## src/rtl/dma_seq_pkg.sv

```systemverilog
// Shared types for the DMA channel sequencer.
package dma_seq_pkg;
    // Mode latched at load time.
    typedef struct packed {
        logic word;      // word channel
        logic auto_init; // reload at terminal count
        logic cascade;   // pass-through, no own transfers
    } xfer_mode_t;
endpackage

```

## src/rtl/dma_seq_ctr.sv

```systemverilog
// Current/base address and count registers for one channel.
// Assumes: step is a one-cycle pulse per granted transfer; load wins over step.
module dma_seq_ctr #(
    parameter int AW = 16
) (
    input  logic          clk,
    input  logic          rst_n,
    input  logic          load,
    input  logic [AW-1:0] load_addr,
    input  logic [AW-1:0] load_cnt,
    input  logic          step,
    input  logic          auto_init,
    output logic [AW-1:0] cur_addr,
    output logic [AW-1:0] cur_cnt,
    output logic          at_tc
);
    localparam logic [AW-1:0] ONE = AW'(1);

    logic [AW-1:0] base_addr, base_cnt;

    assign at_tc = (cur_cnt == '0);

    // Load base and current values, then step or reload on each transfer.
    always_ff @(posedge clk) begin
        if (!rst_n) begin
            base_addr <= '0;
            base_cnt  <= '0;
            cur_addr  <= '0;
            cur_cnt   <= '0;
        end else if (load) begin
            base_addr <= load_addr;
            base_cnt  <= load_cnt;
            cur_addr  <= load_addr;
            cur_cnt   <= load_cnt;
        end else if (step) begin
            if (at_tc && auto_init) begin
                cur_addr <= base_addr;
                cur_cnt  <= base_cnt;
            end else begin
                cur_addr <= cur_addr + ONE;
                cur_cnt  <= cur_cnt - ONE;
            end
        end
    end


    addr_step_chk: assert property (@(posedge clk) disable iff (!rst_n)
        (step && !load && !(at_tc && auto_init)) |=> (cur_addr == $past(cur_addr) + ONE));

    cnt_wrap_chk: assert property (@(posedge clk) disable iff (!rst_n)
        (step && !load && at_tc && !auto_init) |=> (cur_cnt == '1));

    reload_chk: assert property (@(posedge clk) disable iff (!rst_n)
        (step && !load && at_tc && auto_init) |=> (cur_cnt == base_cnt && cur_addr == base_addr));
endmodule

```

## src/rtl/dma_seq_ctl.sv

```systemverilog
// Handshake, mask and mode control for one channel.
// Assumes: at_tc reflects the count before the current transfer.
module dma_seq_ctl
    import dma_seq_pkg::*;
(
    input  logic       clk,
    input  logic       rst_n,
    input  logic       load,
    input  xfer_mode_t load_mode,
    input  logic       dreq,
    input  logic       hold_ack,
    input  logic       at_tc,
    output xfer_mode_t mode_q,
    output logic       grant,
    output logic       dack,
    output logic       hold_req,
    output logic       tc,
    output logic       mask_q
);
    logic dack_q;

    assign grant    = !mask_q && !mode_q.cascade && dreq && !dack_q && !load;
    assign hold_req = mode_q.cascade && !mask_q && dreq;
    assign dack     = mode_q.cascade ? (hold_ack && !mask_q) : dack_q;

    // Latch mode on load.
    always_ff @(posedge clk) begin
        if (!rst_n)    mode_q <= '0;
        else if (load) mode_q <= load_mode;
    end

    // Mask: set by reset and non-reloading terminal count, cleared by load.
    always_ff @(posedge clk) begin
        if (!rst_n)                                  mask_q <= 1'b1;
        else if (load)                               mask_q <= 1'b0;
        else if (grant && at_tc && !mode_q.auto_init) mask_q <= 1'b1;
    end

    // Registered acknowledge and terminal-count pulse.
    always_ff @(posedge clk) begin
        if (!rst_n) begin
            dack_q <= 1'b0;
            tc     <= 1'b0;
        end else begin
            dack_q <= grant;
            tc     <= grant && at_tc;
        end
    end


    dack_gap_chk: assert property (@(posedge clk) disable iff (!rst_n)
        dack_q |=> !dack_q);

    tc_with_dack_chk: assert property (@(posedge clk) disable iff (!rst_n)
        tc |-> dack);

    masked_no_dack_chk: assert property (@(posedge clk) disable iff (!rst_n)
        (mask_q && !load) |=> !dack_q);

    tc_masks_chk: assert property (@(posedge clk) disable iff (!rst_n)
        (grant && at_tc && !mode_q.auto_init) |=> mask_q);

    cascade_no_tc_chk: assert property (@(posedge clk) disable iff (!rst_n)
        (mode_q.cascade && !load) |=> !tc);
endmodule

```

## src/rtl/dma_seq_phys.sv

```systemverilog
// Forms and registers the physical address for each granted transfer.
// Assumes: page is stable in the cycle a transfer is granted.
module dma_seq_phys #(
    parameter int AW = 16,
    parameter int PW = 8
) (
    input  logic             clk,
    input  logic             rst_n,
    input  logic             capture,
    input  logic             word,
    input  logic [PW-1:0]    page,
    input  logic [AW-1:0]    cur_addr,
    output logic [AW+PW-1:0] mem_addr
);
    logic [AW+PW-1:0] byte_form, word_form;

    assign byte_form = {page, cur_addr};
    assign word_form = {page[PW-1:1], cur_addr, 1'b0};

    // Capture the address of the transfer being acknowledged.
    always_ff @(posedge clk) begin
        if (!rst_n)       mem_addr <= '0;
        else if (capture) mem_addr <= word ? word_form : byte_form;
    end


    word_lsb_chk: assert property (@(posedge clk) disable iff (!rst_n)
        (capture && word) |=> (mem_addr[0] == 1'b0));

    page_kept_chk: assert property (@(posedge clk) disable iff (!rst_n)
        (capture && !word) |=> (mem_addr[AW+PW-1:AW] == $past(page)));
endmodule

```

## src/rtl/dma_xfer_seq.sv

```systemverilog
// Top of the single-channel DMA address and count sequencer.
// Assumes: one channel, single-mode increment transfers, page held externally.
module dma_xfer_seq
    import dma_seq_pkg::*;
#(
    parameter int AW = 16,
    parameter int PW = 8
) (
    input  logic             clk,
    input  logic             rst_n,
    input  logic             load_stb,
    input  logic [AW-1:0]    load_addr,
    input  logic [AW-1:0]    load_count,
    input  logic             load_word,
    input  logic             load_auto,
    input  logic             load_cascade,
    input  logic [PW-1:0]    page,
    input  logic             dreq,
    input  logic             hold_ack,
    output logic             dack,
    output logic             hold_req,
    output logic             tc,
    output logic [AW+PW-1:0] mem_addr,
    output logic [AW-1:0]    count_now,
    output logic             masked
);
    xfer_mode_t    load_mode, mode_q;
    logic          grant, at_tc;
    logic [AW-1:0] cur_addr;

    assign load_mode = '{word: load_word, auto_init: load_auto, cascade: load_cascade};

    dma_seq_ctl u_ctl (
        .clk(clk), .rst_n(rst_n), .load(load_stb), .load_mode(load_mode),
        .dreq(dreq), .hold_ack(hold_ack), .at_tc(at_tc), .mode_q(mode_q),
        .grant(grant), .dack(dack), .hold_req(hold_req), .tc(tc), .mask_q(masked)
    );

    dma_seq_ctr #(.AW(AW)) u_ctr (
        .clk(clk), .rst_n(rst_n), .load(load_stb), .load_addr(load_addr),
        .load_cnt(load_count), .step(grant), .auto_init(mode_q.auto_init),
        .cur_addr(cur_addr), .cur_cnt(count_now), .at_tc(at_tc)
    );

    dma_seq_phys #(.AW(AW), .PW(PW)) u_phys (
        .clk(clk), .rst_n(rst_n), .capture(grant), .word(mode_q.word),
        .page(page), .cur_addr(cur_addr), .mem_addr(mem_addr)
    );


    cascade_cnt_chk: assert property (@(posedge clk) disable iff (!rst_n)
        (mode_q.cascade && !load_stb) |=> $stable(count_now));
endmodule

```

## config.mk

```make
export PLATFORM = sky130hd
export DESIGN_NAME = dma_xfer_seq
export DESIGN_NICKNAME = d
export VERILOG_FILES = /design/src/rtl/dma_seq_pkg.sv /design/src/rtl/dma_seq_ctr.sv /design/src/rtl/dma_seq_ctl.sv /design/src/rtl/dma_seq_phys.sv /design/src/rtl/dma_xfer_seq.sv
export SDC_FILE = /design/constraint.sdc
export NUM_CORES = 1
export LEC_CHECK = 0
export CAP_MARGIN = 20
export CORE_MARGIN = 4
export CORE_UTILIZATION = 50
export DETAILED_ROUTE_END_ITERATION = 7
export GPL_TIMING_DRIVEN = 0
export PLACE_DENSITY_LB_ADDON = 0.15
export SLEW_MARGIN = 10
export SYNTH_ARGS = -nofsm -noshare
export SYNTH_HDL_FRONTEND = slang
export SYNTH_SLANG_ARGS = --single-unit
export TNS_END_PERCENT = 50
```

## constraint.sdc

```tcl
create_clock -name clk -period 2.9 [get_ports clk]
set_clock_uncertainty 0.1 [all_clocks]
set_input_delay 0.29 -clock clk [delete_from_list [all_inputs] [get_ports clk]]
set_output_delay 0.29 -clock clk [all_outputs]
set_load 0.005 [all_outputs]
```

# Word level (Yosys, flattened, before mapping)
# Index checks and enable logic that the tools add are counted.
# op_classes
add_sub_neg	2
muxes	10
reduce_logical	18
# op_table
op	count
two-way mux 16 bit	6
two-way mux 17 bit	1
adder 16 x 1 -> 16 bit (second input constant)	1
zero test 16 bit	1
subtractor 16 x 1 -> 16 bit (second input constant)	1
logical AND 1 bit	10
zero test 1 bit	5
nonzero test 2 bit	2
two-way mux 1 bit	3
# totals
regBits	94
wordCells	41
input_bits	48
out_inout_bits	44

# Logic depth before layout (Yosys ltp)
# depth
word_depth	9
ltp_mapped	8
ltp_nobuf	7

# Cells and area by module
# Synthesis repeated with hierarchy kept, for this count alone.
# unflattened
hier_cells	497
area_unflattened_um2	4615.7
# by_module_without_submodules
module	cells_each	seq_area_each_um2	area_each_um2	n_inst
dma_seq_ctr	375	1281.2	3343.2	1
dma_seq_phys	98	480.5	1008.5	1
dma_seq_ctl	24	120.1	264.0	1

# Worst setup path before layout
# Ideal clock, no wire load.
# synth_path
kind	reg2reg
start	register u_ctr.cur_cnt[0]
end	register u_ctr.cur_cnt[14]
synth_period_minus_slack_ns	2.134
path_stages_with_launch	8
path_buffers	0
setup_slack_ns	0.766
t_required_ns	2.714
setup_ns	0.086
arrival_time_ns	1.948
cell_sequence	dfxtp_1 -> inv_1 -> ha_1 -> or4b_2 -> nor3_1 -> nand2_1 -> xor2_1 -> a211oi_1
# synth_between
elab_chain_len	5
elab_cells_between_ends	6
cone_classes	add/sub (1); mux (3); reduce/logical (2)
# synth_lines
item	line_no	rtl
start, declared	dma_seq_ctr.sv:14	output logic [AW-1:0] cur_cnt,
start signal, assigned	dma_seq_ctr.sv:34	cur_cnt <= load_cnt;
start signal, assigned	dma_seq_ctr.sv:38	cur_cnt <= base_cnt;
start signal, assigned	dma_seq_ctr.sv:41	cur_cnt <= cur_cnt - ONE;
parallel branches: the longest is 2 deep, another holds subtractor 16 x 1 -> 16 bit	--	
two-way mux 16 bit (*)	dma_seq_ctr.sv:36	if (at_tc && auto_init) begin
two-way mux 16 bit (*)	dma_seq_ctr.sv:35	end else if (step) begin
two-way mux 16 bit (*)	dma_seq_ctr.sv:30	end else if (load) begin
# Every way passes the cells marked *. The select of a mux whose other input is x is not followed.
# A chain may end at the register's enable or synchronous reset.

# Final worst setup path
# layout_path
start	register u_ctr.cur_cnt[0]
end	register u_ctr.cur_addr[8]
# layout_between
elab_chain_len	5
# layout_lines
item	line_no	rtl
zero test 16 bit	dma_seq_ctr.sv:21	assign at_tc = (cur_cnt == '0);
logical AND 1 bit	dma_seq_ctr.sv:36	
two-way mux 16 bit	dma_seq_ctr.sv:36	
two-way mux 16 bit	dma_seq_ctr.sv:35	
two-way mux 16 bit	dma_seq_ctr.sv:30	
end signal, assigned	dma_seq_ctr.sv:33	cur_addr <= load_addr;
end signal, assigned	dma_seq_ctr.sv:37	cur_addr <= base_addr;
end signal, assigned	dma_seq_ctr.sv:40	cur_addr <= cur_addr + ONE;
end, declared	dma_seq_ctr.sv:13	output logic [AW-1:0] cur_addr,
# Every way passes these cells. The select of a mux whose other input is x is not followed.

==> out/results.ini <==
[critical_path]
cpPeakStageDelay_ns = 0.67
end_kind = flop
crit_type = flop to flop
arrival_ns = 2.81
required_ns = 3.09
cp_max_fo = 10
cp_num_buf_inv = 2
path_cells = inv_1 > ha_1 > or4b_2 > nor3_1 > nor2_1 > clkbuf_1 > a21oi_1
crit_path_start_kind = flop
cp_top_family = simple AND/OR/NAND/NOR gates
cpMaxStageDelayCell = or4b_2

[clock_tree]
cts_resized = 0
clockBufferDepth = 2
post_cts.repair.setup_buffers = 0
clk-insertion-delay-late_ns = 0.36
cts_tree = built
h-tree-depth = 3
clock-sinks = 94
cts_hold_buf = 0
clk_pin_slew_worst_paths_ns = 0.09
cts-root-buf = clkbuf_8
cts_buffers = 9

[power]
internal-power_w = 0.00217
power_density_nw_per_um2 = 500
p_comb_share_pct = 17.4
total_power_w = 0.00294
clock_power_share_pct = 33.2
leakagePower_nw = 2.33
p_switching_w = 0.000779
p_seq_share_pct = 49.4
peakVddDrop_mv = 0.361
sw_frac_of_total_pct = 26.5

[global_route]
grt_overflow_total = 0
grt_pass1_wl_um = 22200
grt_antenna_before_repair = 0
grt_pass1_vias = 4532
track_usage_pct = 24.9
grt_start_max_net_pins = 15

[timing]
setup_viol = 0
maxSlewHeadroom_pct = 39.2
fin_crit_ns = 2.62
period_share_pct = 90.2
worst_pin_slew_ns = 0.911
finalHoldViolations = 0
rsz0062_at_grt = no
drv_slew = 0
max_freq_mhz = 382
hold_slack_ns = 0.259

[logic_synthesis]
synth_edf_count = 0
netlist_area_um2 = 4630
synthArstFlopShare_pct = 0
yosysTopAreaCell = dfxtp_1
avgSynthCellArea_um2 = 8.77
synth_ff_type = dfxtp_1
synth_fp_nets = 578
ys_seq_elements = 94
synth.area.top_cells = dfxtp_1, mux2i_1, nor3_1, nand2_1, nor2b_1
yosysSeqAreaShare_pct = 40.6
syn_inst = 528
yosysUniqueCellTypes = 47
yosysWarnings = 0
synth_top_area_share_pct = 40.6

[floorplanning]
dieArea_um2 = 10900
chipHeight_um = 104
rows = 34
die_width_um = 104
core_area_um2 = 8850
pin_count = 92
start_util_pct = 52.3

[detailed_routing]
dr.pass1.iters = 5
vias_per_cell = 5.94
routedWlPerCell_um = 18.2
drc = 0
drt_iter0_drc = 233
ant_nets = 0
vias = 4399
drt-total-wl_um = 13500

[finish]
area_delta_synth_final_pct = 27.3
drive_gt1_share_pct = 5.38
finalNetCount = 679
final_cell_mix = dfxtp_1, clkdlybuf4s50_1, nand2_1
mostFrequentLayoutCell = dfxtp_1
diodes = 0
final_area_um2 = 5890
layout.cells.non_filler = 740

[place]
place_area_um2 = 5670
port_buffers = 90
gp_congestion = 0.897
hpwlAfterDp_um = 9710
dp_cells = 726

[hold_path]
hold_path.class = input pin to flop

[outcome]
outcome = finished, final reports clean

[run]
maxCapViolCount = 0

## worst paths after layout
path	startpoint	depth (start not counted)	end	slack [ns]
hold / removal	rst_n	3	u_ctr.cur_addr[0]	0.26
hold reg to reg	u_phys.mem_addr[18]	2	u_phys.mem_addr[18]	0.37
setup reg to reg	u_ctr.cur_cnt[0]	7	u_ctr.cur_addr[8]	0.28
setup / recovery	u_ctr.cur_cnt[0]	7	u_ctr.cur_addr[8]	0.28
## routing by layer
metal,global-route usage [%],up-vias,part of all wire [%]
met3,5.77,22,7.0
met2,42.1,198,48
met5,0,-,0
met1,31.6,2103,43
met4,7.22,0,1.6
li1,-,2076,-
## state kept, by name (all words and copies together), names as in the netlist
register and count:
u_phys.mem_addr 24, u_ctr.cur_cnt 16, u_ctr.base_cnt 16, u_ctl.dack_q 1
u_ctr.cur_addr 16, u_ctl.tc 1, u_ctr.base_addr 16, u_ctl.mask_q 1
u_ctl.mode_q 3
## metrics by stage
stage	util, %	TNS (ns)	setup slack (ns)
2_1_floorplan	-	0	0.766
3_3_place_gp	64.0	-1.21	-0.140
3_5_place_dp	64.0	-1.52	-0.166
4_1_cts	66.5	0	0.166
5_1_grt	66.6	0	0.148
6_report	66.6	0	0.283
## logic make-up (layout without fill, tap and decap cells)
| group | count (synthesis) | count (layout) | share of synthesized area [%] |
|---|---|---|---|
| DFF | 94 | 94 | 40.6 |
| AOI/OAI and AO/OA | 107 | 107 | 15.6 |
| buffers and inverters | 48 | 152 | 4.78 |
| adders and majority gates | 2 | 2 | 0.540 |
| muxes | 49 | 49 | 10.6 |
| xor gates and xnor gates | 27 | 27 | 5.11 |
| and+or+nand+nor | 201 | 201 | 22.7 |
## cell usage after synthesis, types with 2 or more instances
library cell and count:
a21boi_0 12, buf_2 4, nand2_1 58, nand3_1 11, nand3b_1 2, a211oi_1 8
xor2_1 15, a21oi_1 18, mux2i_1 49, nor2b_1 31, o211a_1 16, nor4b_1 2
nor4b_2 2, xnor2_1 12, clkbuf_1 31, nor3_1 44, or3_1 15, buf_6 3
inv_1 7, nor4_1 4, or4_1 2, nand4_1 3, nor2_1 19, a22o_1 2
ha_1 2, o21ai_0 38, dfxtp_1 94, a31oi_1 2, o311a_2 4
## worst register-to-register path, stage by stage, from the launching register on
cell and delay, ns:
dfxtp_1 0.38, inv_1 0.09, ha_1 0.21, or4b_2 0.67, nor3_1 0.32, nor2_1 0.23
clkbuf_1 0.33, a21oi_1 0.22
## cell type report
type,instances,area [um^2]
Tap cell,108,135
Multi-Input combinational cell,386,2530
Buffer,41,195
Sequential cell,94,1880
Fill cell,780,2950
Timing Repair Buffer,90,901
Clock buffer,11,151
Inverter,7,26.3
Clock inverter,3,68.8
## power by group through the flow
stage	sequential, W	clock (W)	combinational, W
after floorplan	0.00146	0	0.000296
after global placement	0.00148	0	0.000495
after detailed placement	0.00148	0	0.000506
after CTS	0.00145	0.000990	0.000510
after global routing	0.00147	0.00105	0.000560
final	0.00145	0.000977	0.000514
Note: power is estimated with default switching activity, not from simulation.
